$ cat config.mk
export PLATFORM = sky130hd
export DESIGN_NAME = gpio_edge_top
export DESIGN_NICKNAME = d
export VERILOG_FILES = /design/src/rtl/gpio_edge_pkg.sv /design/src/rtl/gpio_edge_decode.sv /design/src/rtl/gpio_edge_sync.sv /design/src/rtl/gpio_edge_datapath.sv /design/src/rtl/gpio_edge_top.sv
export SDC_FILE = /design/constraint.sdc
export NUM_CORES = 1
export LEC_CHECK = 0
export BUFFER_PORTS_ARGS = -buffer_cell sky130_fd_sc_hd__buf_2
export CORE_ASPECT_RATIO = 0.5
export CORE_MARGIN = 1
export CORE_UTILIZATION = 56
export CTS_CLUSTER_DIAMETER = 40
export DETAILED_ROUTE_END_ITERATION = 8
export GPL_TIMING_DRIVEN = 0
export PLACE_DENSITY = 0.88
export SETUP_SLACK_MARGIN = 0.1
export SLEW_MARGIN = 20
export SYNTH_ARGS = -nofsm -noshare
export SYNTH_HDL_FRONTEND = slang
export SYNTH_SLANG_ARGS = --single-unit
$ cat constraint.sdc
create_clock -name clk -period 3.38 [get_ports clk]
set_input_delay 0.338 -clock clk [delete_from_list [all_inputs] [get_ports clk]]
set_output_delay 0.338 -clock clk [all_outputs]
set_load 0.005 [all_outputs]
$ cat src/rtl/gpio_edge_pkg.sv
package gpio_edge_pkg;

  typedef enum logic [2:0] {
    SEL_NONE,
    SEL_DIR,
    SEL_ODR,
    SEL_DAT,
    SEL_EVT,
    SEL_MSK,
    SEL_CTL
  } regSel_e;

  typedef struct packed {
    logic    wrDir;
    logic    wrOdr;
    logic    wrDat;
    logic    wrEvt;
    logic    wrMsk;
    logic    wrCtl;
    regSel_e rdSel;
  } ctrlStrobe_t;

endpackage

$ cat src/rtl/gpio_edge_decode.sv
module gpio_edge_decode
  import gpio_edge_pkg::*;
#(
  parameter int ADDR_W = 8,
  parameter int BE_W   = 4
) (
  input  logic              clk,
  input  logic              rstN,
  input  logic              busValid,
  input  logic              busWrite,
  input  logic [ADDR_W-1:0] busAddr,
  input  logic [BE_W-1:0]   busByteEn,
  output ctrlStrobe_t       strobe
);

  localparam logic [ADDR_W-1:0] OFS_DIR = ADDR_W'(8'h00);
  localparam logic [ADDR_W-1:0] OFS_ODR = ADDR_W'(8'h04);
  localparam logic [ADDR_W-1:0] OFS_DAT = ADDR_W'(8'h08);
  localparam logic [ADDR_W-1:0] OFS_EVT = ADDR_W'(8'h0C);
  localparam logic [ADDR_W-1:0] OFS_MSK = ADDR_W'(8'h10);
  localparam logic [ADDR_W-1:0] OFS_CTL = ADDR_W'(8'h14);

  logic    fullAccess;
  logic    wrOk;
  regSel_e hitSel;

  assign fullAccess = busValid && (&busByteEn);
  assign wrOk       = fullAccess && busWrite;

  always_comb begin
    unique case (busAddr)
      OFS_DIR: hitSel = SEL_DIR;
      OFS_ODR: hitSel = SEL_ODR;
      OFS_DAT: hitSel = SEL_DAT;
      OFS_EVT: hitSel = SEL_EVT;
      OFS_MSK: hitSel = SEL_MSK;
      OFS_CTL: hitSel = SEL_CTL;
      default: hitSel = SEL_NONE;
    endcase
  end

  always_comb begin
    strobe.wrDir = wrOk && (hitSel == SEL_DIR);
    strobe.wrOdr = wrOk && (hitSel == SEL_ODR);
    strobe.wrDat = wrOk && (hitSel == SEL_DAT);
    strobe.wrEvt = wrOk && (hitSel == SEL_EVT);
    strobe.wrMsk = wrOk && (hitSel == SEL_MSK);
    strobe.wrCtl = wrOk && (hitSel == SEL_CTL);
    strobe.rdSel = (fullAccess && !busWrite) ? hitSel : SEL_NONE;
  end

  AST_ONE_WRITE_STROBE: assert property (@(posedge clk) disable iff (!rstN)
    $countones({strobe.wrDir, strobe.wrOdr, strobe.wrDat,
                strobe.wrEvt, strobe.wrMsk, strobe.wrCtl}) <= 1);

  AST_NARROW_NO_EFFECT: assert property (@(posedge clk) disable iff (!rstN)
    (busValid && (busByteEn != '1)) |->
      (!(strobe.wrDir || strobe.wrOdr || strobe.wrDat || strobe.wrEvt ||
         strobe.wrMsk || strobe.wrCtl) && strobe.rdSel == SEL_NONE));

endmodule

$ cat src/rtl/gpio_edge_sync.sv
module gpio_edge_sync #(
  parameter int WIDTH  = 32,
  parameter int STAGES = 2
) (
  input  logic             clk,
  input  logic             rstN,
  input  logic [WIDTH-1:0] asyncIn,
  output logic [WIDTH-1:0] syncOut
);

  logic [STAGES-1:0][WIDTH-1:0] stage;

  always_ff @(posedge clk or negedge rstN) begin
    if (!rstN) stage[0] <= '0;
    else       stage[0] <= asyncIn;
  end

  for (genvar g = 1; g < STAGES; g++) begin : gen_stage
    always_ff @(posedge clk or negedge rstN) begin
      if (!rstN) stage[g] <= '0;
      else       stage[g] <= stage[g-1];
    end
  end

  assign syncOut = stage[STAGES-1];

endmodule

$ cat src/rtl/gpio_edge_datapath.sv
module gpio_edge_datapath
  import gpio_edge_pkg::*;
#(
  parameter int PIN_W       = 32,
  parameter int SYNC_STAGES = 2
) (
  input  logic             clk,
  input  logic             rstN,
  input  ctrlStrobe_t      strobe,
  input  logic [PIN_W-1:0] busWdata,
  input  logic [PIN_W-1:0] pinIn,
  output logic [PIN_W-1:0] busRdata,
  output logic [PIN_W-1:0] pinOut,
  output logic [PIN_W-1:0] pinOe,
  output logic             irq
);

  logic [PIN_W-1:0] dirQ, odrQ, datQ, evtQ, mskQ, ctlQ;
  logic [PIN_W-1:0] syncLvl, prevLvl;
  logic [PIN_W-1:0] edgeHit, datNext, clrMask;

  gpio_edge_sync #(.WIDTH(PIN_W), .STAGES(SYNC_STAGES)) u_sync (
    .clk     (clk),
    .rstN    (rstN),
    .asyncIn (pinIn),
    .syncOut (syncLvl)
  );

  // Any-edge pins see a level difference; falling-only pins see 1 then 0.
  assign edgeHit = ~dirQ & ((ctlQ & prevLvl & ~syncLvl) |
                            (~ctlQ & (prevLvl ^ syncLvl)));

  assign datNext = strobe.wrDat ? busWdata : datQ;
  assign clrMask = strobe.wrEvt ? busWdata : '0;

  always_ff @(posedge clk or negedge rstN) begin
    if (!rstN) begin
      dirQ    <= '0;
      odrQ    <= '0;
      datQ    <= '0;
      evtQ    <= '0;
      mskQ    <= '0;
      ctlQ    <= '0;
      prevLvl <= '0;
    end else begin
      prevLvl <= syncLvl;
      if (strobe.wrDir) dirQ <= busWdata;
      if (strobe.wrOdr) odrQ <= busWdata;
      if (strobe.wrMsk) mskQ <= busWdata;
      if (strobe.wrCtl) ctlQ <= busWdata;
      datQ <= (datNext & dirQ) | (syncLvl & ~dirQ);
      evtQ <= (evtQ & ~clrMask) | edgeHit;
    end
  end

  always_comb begin
    unique case (strobe.rdSel)
      SEL_DIR: busRdata = dirQ;
      SEL_ODR: busRdata = odrQ;
      SEL_DAT: busRdata = datQ;
      SEL_EVT: busRdata = evtQ;
      SEL_MSK: busRdata = mskQ;
      SEL_CTL: busRdata = ctlQ;
      default: busRdata = '0;
    endcase
  end

  assign pinOut = datQ & dirQ;
  assign pinOe  = dirQ & (~odrQ | ~datQ);
  assign irq    = |(evtQ & mskQ);

  AST_EVT_STICKY: assert property (@(posedge clk) disable iff (!rstN)
    !strobe.wrEvt |=> ((evtQ & $past(evtQ)) == $past(evtQ)));

  AST_EVT_INPUT_ONLY: assert property (@(posedge clk) disable iff (!rstN)
    1'b1 |=> ((evtQ & ~$past(evtQ) & $past(dirQ)) == '0));

  AST_FALL_ONLY: assert property (@(posedge clk) disable iff (!rstN)
    1'b1 |=> ((evtQ & ~$past(evtQ) & $past(ctlQ) & $past(syncLvl)) == '0));

  AST_OUTPUT_DATA_HOLD: assert property (@(posedge clk) disable iff (!rstN)
    !strobe.wrDat |=> (((datQ ^ $past(datQ)) & $past(dirQ)) == '0));

endmodule

$ cat src/rtl/gpio_edge_top.sv
module gpio_edge_top
  import gpio_edge_pkg::*;
#(
  parameter int PIN_W       = 32,
  parameter int ADDR_W      = 8,
  parameter int SYNC_STAGES = 2,
  localparam int BE_W       = PIN_W / 8
) (
  input  logic              clk,
  input  logic              rstN,
  input  logic              busValid,
  input  logic              busWrite,
  input  logic [ADDR_W-1:0] busAddr,
  input  logic [BE_W-1:0]   busByteEn,
  input  logic [PIN_W-1:0]  busWdata,
  output logic [PIN_W-1:0]  busRdata,
  input  logic [PIN_W-1:0]  pinIn,
  output logic [PIN_W-1:0]  pinOut,
  output logic [PIN_W-1:0]  pinOe,
  output logic              irq
);

  ctrlStrobe_t strobe;

  gpio_edge_decode #(.ADDR_W(ADDR_W), .BE_W(BE_W)) u_decode (
    .clk       (clk),
    .rstN      (rstN),
    .busValid  (busValid),
    .busWrite  (busWrite),
    .busAddr   (busAddr),
    .busByteEn (busByteEn),
    .strobe    (strobe)
  );

  gpio_edge_datapath #(.PIN_W(PIN_W), .SYNC_STAGES(SYNC_STAGES)) u_datapath (
    .clk      (clk),
    .rstN     (rstN),
    .strobe   (strobe),
    .busWdata (busWdata),
    .pinIn    (pinIn),
    .busRdata (busRdata),
    .pinOut   (pinOut),
    .pinOe    (pinOe),
    .irq      (irq)
  );

endmodule

==> results.txt, run 1 <==
The run finished with clean final reports. Summed over all instances, the cell type with the most area after synthesis is sky130_fd_sc_hd__dfrtp_1. In the routed design, unresolved DRC markers number 0. The Yosys step of the flow raised 0 warnings.

The post-detailed-placement cell area came out at 13980 µm². The worst hold path startpoint is busWdata[3]. STA classifies the critical path endpoint as an output pin. The later pin in the worst-skew pair is clocked with a latency of 0.55 ns. The fraction of registers with async set or reset after synthesis is 100.0%. The worst register-to-register path ends at u_datapath.evtQ[31]$_DFF_PN0_.

At the worst endpoint, the arrival time is about 2.8 ns. For hold timing, the worst endpoint is u_datapath.ctlQ[3]$_DFFE_PN0P_. The required time of the worst setup path came out at 3.04 ns. The mean area per synthesized cell is 12.32 µm². The number of top-level design ports came out at 177. The total number of H-tree levels came out at 1. The area share of the largest cell type after synthesis is 57.01%. The initialized floorplan defines 38 standard-cell rows.

The net count after synthesis is around 1100. The area used by multi-input combinational logic came out at 5176 µm². CTS placed an instance of sky130_fd_sc_hd__clkbuf_16 at the clock tree root.

The worst setup margin is 0.2832 ns. At the pin with the least slew margin, the transition time is ~1.1 ns. The number of cells on the worst reg-to-reg path came out at 4.

The clock net sink count is 288. The number of buffers created by CTS is 27. Along the worst hold path, the cell count comes to 2.

The number of buffers added to fix hold violations after cts is 33. The area overhead of the layout relative to synthesis is 20.53%. The number of flops mapped to enable cells by yosys came out at 0. TritonCTS built the clock tree. The number of antenna violations at the first check in global routing came out at 3.

Setup violations remaining at the end of the flow were counted as 0. The y dimension of the die is 108.2 µm. The via count of the first global-routing pass is 10120. The detail route stage leaves a number of antenna-violating nets equal to 0. The routability congestion estimate is 0.9189. The final-stage net count came out at 1346. By count the netlist is led by 288 x sky130_fd_sc_hd__dfrtp_1, 137 x sky130_fd_sc_hd__mux2_2, 120 x sky130_fd_sc_hd__nand2_1. The starting utilization of the core area is between 50% and 60%. The total overflow left after global routing is 0. The detail-routed via count per cell came out at 6.264. In the final routed layout, each cell accounts on average for around 23 µm. The worst setup path is of the input pin to output pin kind. The number of violations reported at the end of detailed-routing iteration 0 is 870. The power density of the placed cells came out at 469.6 nW/µm². In this run the worst path has a maximum fanout of 10. The start point of the critical path is busAddr[2]. The final routed wirelength across all metal layers came out at 36.95 mm. The cell area after synthesis is approximately 13000 µm². The worst voltage drop across the vdd grid came out at 303.8 µV. The total of flip-flops plus latches after synthesis came out at 288.

The fraction of layout instances using a drive strength above 1 is 29.53%. The final period demand of the worst path is about 3.1 ns. The relative max-transition margin came out at 25.08%. The reported max-cap violation count is 0. After clock tree synthesis, the clock-pin slew on the worst setup and hold paths is 0.06 ns. The placeable core area is about 22000 µm².

The share of the cycle needed by the critical path after routing came out at between 90% and 100%. The end-of-flow core utilization came out at 69.51%. Setup slack on the worst reg-to-reg path comes out at 2.34 ns. On the final layout, the worst clock skew is 0.01673 ns. The setup fix buffers added after clock tree synthesis came out at 0. The number of hold violations in the final report came to 0.

The floorplan step defined a die boundary enclosing 23210 µm². Once the clock tree was built, the resizer swapped 0 gates to a different size. The post-detailed-placement half-perimeter wirelength is 24.11 mm. STA classifies the critical path startpoint as an input pin. The most used flip-flop cell after synthesis is sky130_fd_sc_hd__dfrtp_1.

The static leakage came out at 0.007423 µW. Sorting the synthesized cells by area gives the leading types as sky130_fd_sc_hd__dfrtp_1 57%, sky130_fd_sc_hd__mux2_2 12%, sky130_fd_sc_hd__mux2i_1 7.0%, sky130_fd_sc_hd__nand2_1 3.6%, sky130_fd_sc_hd__o2bb2ai_1 2.2%. The count of buffers from port buffering came out at 175. The overall routing resource usage is between 30% and 40%. The pin count of the biggest net entering global routing is 92. Yosys mapped the design onto 38 distinct sky130hd cell types. The number of iterations in the first detailed-routing pass is 8. The total power of the final layout is roughly 7000 µW. The area of all placed cells without fillers came out at approximately 15000 µm².

Setup repair after global routing left no endpoint under its margin. The sequential cell area fraction in the yosys report came out at a little under three fifths. The count of pins over their slew limit came out at 0. The class of the tightest hold or removal check is input pin to flop. The highest clock frequency the design can meet came out at 322.9 MHz. The area taken by flip-flops and latches came out at 7207 µm². The worst register-to-register path begins at u_datapath.u_sync.syncOut[31]$_DFF_PN0_. In this run the deepest clock path goes through 3 buffers. The synthesized instance count came out at 1026. The most common cell in the synthesized netlist is sky130_fd_sc_hd__dfrtp_1. The routed via count is 9959. The worst slack after detailed placement is 0.4300 ns. The horizontal die dimension is between 200 and 250 µm.

The wire length of the first global-routing pass is approximately 56 mm. The number of fill cells is about 1400.
[how the worst max path moves through the flow]
stage	slack (ns)	depth (start not counted)	end
after floorplan	1.08	6	busRdata[11]
after global placement	-3.09	1	u_datapath.u_sync.syncOut[18]$_DFF_PN0_
after detailed placement	0.43	7	busRdata[7]
after CTS	0.42	7	busRdata[7]
after global routing	0.22	7	busRdata[7]
final	0.28	7	busRdata[22]
[area by class of cell]
cell class                 instances  area share, %
sequential                       288          47.30
clock buffer                      34          4.870
buffer                            49          1.347
antenna                            3        0.04927
inverter                          14         0.3449
timing repair buffer             211          8.524
multi-input combinational        675          33.97
tap                              300          2.464
clock inverter                    16          1.125
[through the flow]
| stage | TNS, ns | std cells | hold slack (ns) |
|---|---|---|---|
| finish | 0 | 1590 | 0.07936 |
| global placement | -881.58 | 1501 | 0.3315 |
| detailed placement | 0 | 1504 | 0.3130 |
| global route | 0 | 1589 | 0.08706 |
| floorplan | 0 | 1026 | 0.04241 |
| CTS | 0 | 1587 | 0.07874 |
[logic make-up (layout without fill, tap and decap cells)]
logic type / Yosys count / count (layout) / share of synthesized area [%]
AOI/OAI and AO/OA: 196 / 196 / 11.64
buffers and inverters: 63 / 324 / 2.039
DFF: 288 / 288 / 57.01
muxes: 229 / 229 / 19.53
other: 0 / 3 / 0
and+or+nand+nor: 250 / 250 / 9.779
[per-layer routing]
metal / share of wire [%] / wire length, µm / up-vias / GRT usage (%)
met5: 0.030 / 11 / - / 0
li1: - / - / 4214 / -
met4: 3.6 / 1348 / 2 / 14.03
met1: 40 / 14860 / 5042 / 41.94
met3: 10 / 3679 / 125 / 7.257
met2: 46 / 17050 / 576 / 50.16
[placed cells by master (no fill, tap or decap), drive strengths merged, types with 13 or more instances in the layout]
cell | netlist | final
mux2 | 141 | 141
and3 | 20 | 20
o22a | 13 | 13
buf | 27 | 205
nor2 | 21 | 21
a22oi | 35 | 35
a21boi | 32 | 32
a21oi | 28 | 28
clkbuf | 22 | 56
inv | 14 | 16
dfrtp | 288 | 288
nand2b | 22 | 22
mux2i | 88 | 88
nand2 | 120 | 120
a32oi | 13 | 13
o2bb2ai | 32 | 32
and2 | 32 | 32
o211ai | 21 | 21
dlygate4sd3 | 0 | 33
nor3 | 15 | 15
[report_power, final]
part	total, µW	internal [µW]	switching [µW]
Combinational	425	166	259
Clock	3150	1790	1350
Sequential	3580	3530	55.7
Total	7160	5490	1670
[worst max-delay path, cell delays in order]
cell and delay, ns:
sky130_fd_sc_hd__buf_2 0.12, sky130_fd_sc_hd__buf_1 0.54, sky130_fd_sc_hd__buf_2 0.51, sky130_fd_sc_hd__clkbuf_1 0.59, sky130_fd_sc_hd__a32oi_1 0.24, sky130_fd_sc_hd__a21oi_1 0.26, sky130_fd_sc_hd__buf_2 0.15
(Power assumes the default switching activity.)
==> inputs of run 2 (changes only) <==
--- a/config.mk
+++ b/config.mk
@@ -5,9 +5,8 @@
 export SDC_FILE = /design/constraint.sdc
 export NUM_CORES = 1
 export LEC_CHECK = 0
-export BUFFER_PORTS_ARGS = -buffer_cell sky130_fd_sc_hd__buf_2
+export BUFFER_PORTS_ARGS = -buffer_cell sky130_fd_sc_hd__buf_4
 export CORE_ASPECT_RATIO = 0.5
-export CORE_MARGIN = 1
 export CORE_UTILIZATION = 56
 export CTS_CLUSTER_DIAMETER = 40
 export DETAILED_ROUTE_END_ITERATION = 8
==> constraint.sdc (replaced) <==
create_clock -name clk -period 3.7 [get_ports clk]
set_input_delay 0.37 -clock clk [delete_from_list [all_inputs] [get_ports clk]]
set_output_delay 0.37 -clock clk [all_outputs]
set_load 0.005 [all_outputs]
==> run 2 against run 1 <==
Routed wire length grew 2.3%. Core utilization grew 2.2 points. Setup slack gained 0.30 ns. Clock skew shrank 0.0071 ns. Sequential share of layout area shrank 1.5 points. Cell count shrank 0.19%. Power shrank 6.1%. Design area grew 3.2%. Non-clock buffer count is the same. Critical path type unchanged. Critical endpoint is now busRdata[31]. Largest cell class unchanged. Highest routed layer is now met4.
==> results.txt, run 2 (same netlist as run 1, synthesis figures left out) <==
The flow ran to the end, and the final reports show no timing, DRC or antenna violations. The worst hold path belongs to the class input pin to flop. The placeable core area came out at 21920 µm² (unchanged). The setup violation total in the final timing report came out at 0 (unchanged).

The pin count of the biggest net entering global routing is 92 (unchanged). The clock transition time at the flip-flop clock pins of the worst setup and hold paths is 0.06 ns (about the same). The setup fix buffers added after clock tree synthesis came out at 0 (unchanged).

The part of the power in the clock network came to 45.1% (+1.1 points). The insertion delay to the later sink of the worst-skew pair is 0.55 ns (about the same). The share of the cycle needed by the critical path after routing is 84.19%. The starting utilization of the core area came out at 57.67% (unchanged).

The worst slack after detailed placement came out at 0.6699 ns (+0.2399 ns). The number of buffers created by CTS came to 28 (+3.7%). The standard-cell row count is 38 (unchanged). STA classifies the critical path startpoint as an input pin. The share of power burned in combinational logic is 6.1% (+0.2 points). The worst setup path is of the input pin to output pin kind.

The total congestion overflow after global routing came out at 0 (unchanged). The total negative setup slack came out at 0 ns (unchanged). Setup repair after global routing left no endpoint under its margin.

The routability congestion estimate is 0.8918 (-2.9%). The number of gates resized after CTS is 0 (unchanged). The detail-routed net length per standard cell came out at 23.83 µm (+2.5%).

The longest individual stage delay on the worst path is 0.55 ns (-0.04 ns). The required time of the worst setup path is 3.33 ns (+0.29 ns). The sequential group share of total power is 48.8% (-1.3 points). The number of nets still failing antenna checks after routing came out at 0 (unchanged). The relative max-transition margin came out at 25.72% (+0.64 points). The horizontal die dimension is 214.5 µm (unchanged). The net load switching power is 1529 µW (-8.3%). The pin slew with the least headroom to its limit was 1.114 ns (-0.009575 ns). The area of the die is 23210 µm² (unchanged). The share of total power consumed by net switching came out at 22.76% (-0.55 points). The count of buffers from port buffering is 175 (unchanged).

The arrival time of data at the critical path endpoint is 2.75 ns (about the same). The number of violations reported at the end of detailed-routing iteration 0 is 1181 (+36%). The final period demand of the worst path came out at 3.115 ns. Among all stages on the critical path, the largest delay is contributed by sky130_fd_sc_hd__or4b_4. The wire length of the first global-routing pass came out at 58.01 mm (+3.7%).

The worst setup slack for register-to-register paths is 2.63 ns (+0.29 ns). The power density of the placed cells came out at 427.2 nW/µm² (-9.0%). The end-of-flow core utilization is 71.73% (+2.2 points). The count of pins over their slew limit is 0 (unchanged). The number of antenna violations at the first check in global routing came to 1 (-2).

TritonCTS built the clock tree. The total number of H-tree levels came out at 1 (unchanged). The final-stage net count is 1347 (+0.074%). The y dimension of the die is 108.2 µm (unchanged). The reported max-cap violation count came to 0 (unchanged). The endpoint kind of the worst setup timing path is an output pin. The critical path goes through buf_4, or4b_4, or4_1, buf_2, a21oi_4, buf_4, and3_1, buf_4. Leaving out fill and tap cells, the most frequent cells in the layout are 288 x sky130_fd_sc_hd__dfrtp_1, 175 x sky130_fd_sc_hd__buf_4, 137 x sky130_fd_sc_hd__mux2_2. Compared with the post-synthesis result, the final layout area differs by 24.38%. The worst register-to-register path begins at u_datapath.u_sync.syncOut[0]$_DFF_PN0_. The static leakage came out at 0.007489 µW (+0.89%). The maximum clock path buffer count is 3 (unchanged). Following the worst setup path forward leads to its endpoint at busRdata[31].

The number of buffers added to fix hold violations after cts came out at 33 (unchanged). The final routed wirelength across all metal layers is 37.82 mm (+2.3%). The routed via count was 10027 (+0.68%). The number of cells on the worst reg-to-reg path came out at 4 (unchanged). The number of iterations in the first detailed-routing pass is 7 (-1). The via count of the first global-routing pass is 10225 (+1.0%). The final worst clock skew came out at 0.009664 ns (-0.007064 ns).

The most critical setup path has its startpoint at busAddr[1]. Static timing analysis puts the maximum clock frequency at 321.0 MHz. The overall routing resource usage came out at 32.71% (+1.2 points). The post-detailed-placement half-perimeter wirelength was 24.70 mm (+2.5%).

The library cell used most frequently in the layout, excluding fill and tap cells, is sky130_fd_sc_hd__dfrtp_1. The clock net sink count came to 288 (unchanged). The cell internal power dissipation is 5189 µW (-5.4%).

The root buffer cell is sky130_fd_sc_hd__clkbuf_16. The worst voltage drop across the vdd grid was 221.6 µV (-27%). The detail-routed via count per cell is 6.318 (+0.87%). The number of top-level design ports is 177 (unchanged). The number of fill cells is 1337 (-6.1%). The capturing point of the worst reg2reg path is u_datapath.evtQ[0]$_DFF_PN0_. The fraction of layout instances using a drive strength above 1 is 29.32% (-0.21 points). The number of DRC violations after detailed routing came to 0 (unchanged).

The worst setup margin came out at 0.5848 ns (+0.3017 ns). The worst-path maximum fanout is 10 (unchanged). The total power of the final layout came out at 6717 µW (-6.1%).

The most numerous cell type found on the critical path is sky130_fd_sc_hd__buf_4. The number of hold violations in the final report is 0 (unchanged).
## run 2: cell count changes in the layout (fill, tap and decap cells not counted), moves of 2 or more
cell,previous run,this run
sky130_fd_sc_hd__diode_2,3,1
sky130_fd_sc_hd__buf_2,188,14
sky130_fd_sc_hd__clkinv_2,8,2
sky130_fd_sc_hd__clkbuf_1,25,27
sky130_fd_sc_hd__buf_4,1,175
sky130_fd_sc_hd__clkbuf_16,27,29
sky130_fd_sc_hd__inv_6,2,0
## run 2: routing by layer
metal | vias to the layer above | share of wire, % | GRT usage (%)
li1 | 4220 | - | -
met1 | 5039 | 38 | 42.93
met2 | 643 | 47 | 53.18
met5 | - | 0 | 0
met3 | 125 | 11 | 8.186
met4 | 0 | 3.6 | 12.60
## run 2: worst max-delay path: cells and delay by family
kind / cells / cell delay, ns
AND/OR/NAND/NOR: 3 / 1.25
AO/OA/AOI/OAI: 1 / 0.39
buffers and inverters: 4 / 0.72
## run 2: worst min path at each step
stage	start	endpoint	slack, ns	cells after the start
floorplan	rstN	async pin	0.07	0
global placement	u_datapath.u_sync.stage[25]$_DFF_PN0_	u_datapath.u_sync.syncOut[25]$_DFF_PN0_	0.33	0
detailed placement	u_datapath.u_sync.stage[23]$_DFF_PN0_	u_datapath.u_sync.syncOut[23]$_DFF_PN0_	0.33	0
CTS	busWdata[10]	u_datapath.mskQ[10]$_DFFE_PN0P_	0.09	2
global route	busWdata[10]	u_datapath.mskQ[10]$_DFFE_PN0P_	0.09	2
finish	busWdata[10]	u_datapath.mskQ[10]$_DFFE_PN0P_	0.09	2
## run 2: power by group through the flow
stage	clock network (µW)	logic [µW]	registers (µW)
detailed placement	0	374	3330
global route	3160	444	3280
floorplan	0	153	3310
CTS	3020	406	3270
global placement	0	348	3330
finish	3030	412	3280
## run 2: area by class of cell
cell class	count	area [µm²]	area share, %
sequential	288	7207	45.84
multi-input combinational	675	5176	32.92
timing repair buffer	211	1734	11.03
clock buffer	38	799.5	5.085
tap	300	375.4	2.387
buffer	49	205.2	1.305
clock inverter	11	170.2	1.082
inverter	14	52.55	0.3342
antenna	1	2.502	0.01592
## run 2: per-stage QoR
stage,instances,hold slack (ns),instance area [µm²]
after floorplan,1026,0.07441,12640
after global placement,1501,0.3317,14330
after global routing,1587,0.08807,15720
after CTS,1586,0.08858,15720
after detailed placement,1504,0.3347,14420
final,1587,0.09283,15720
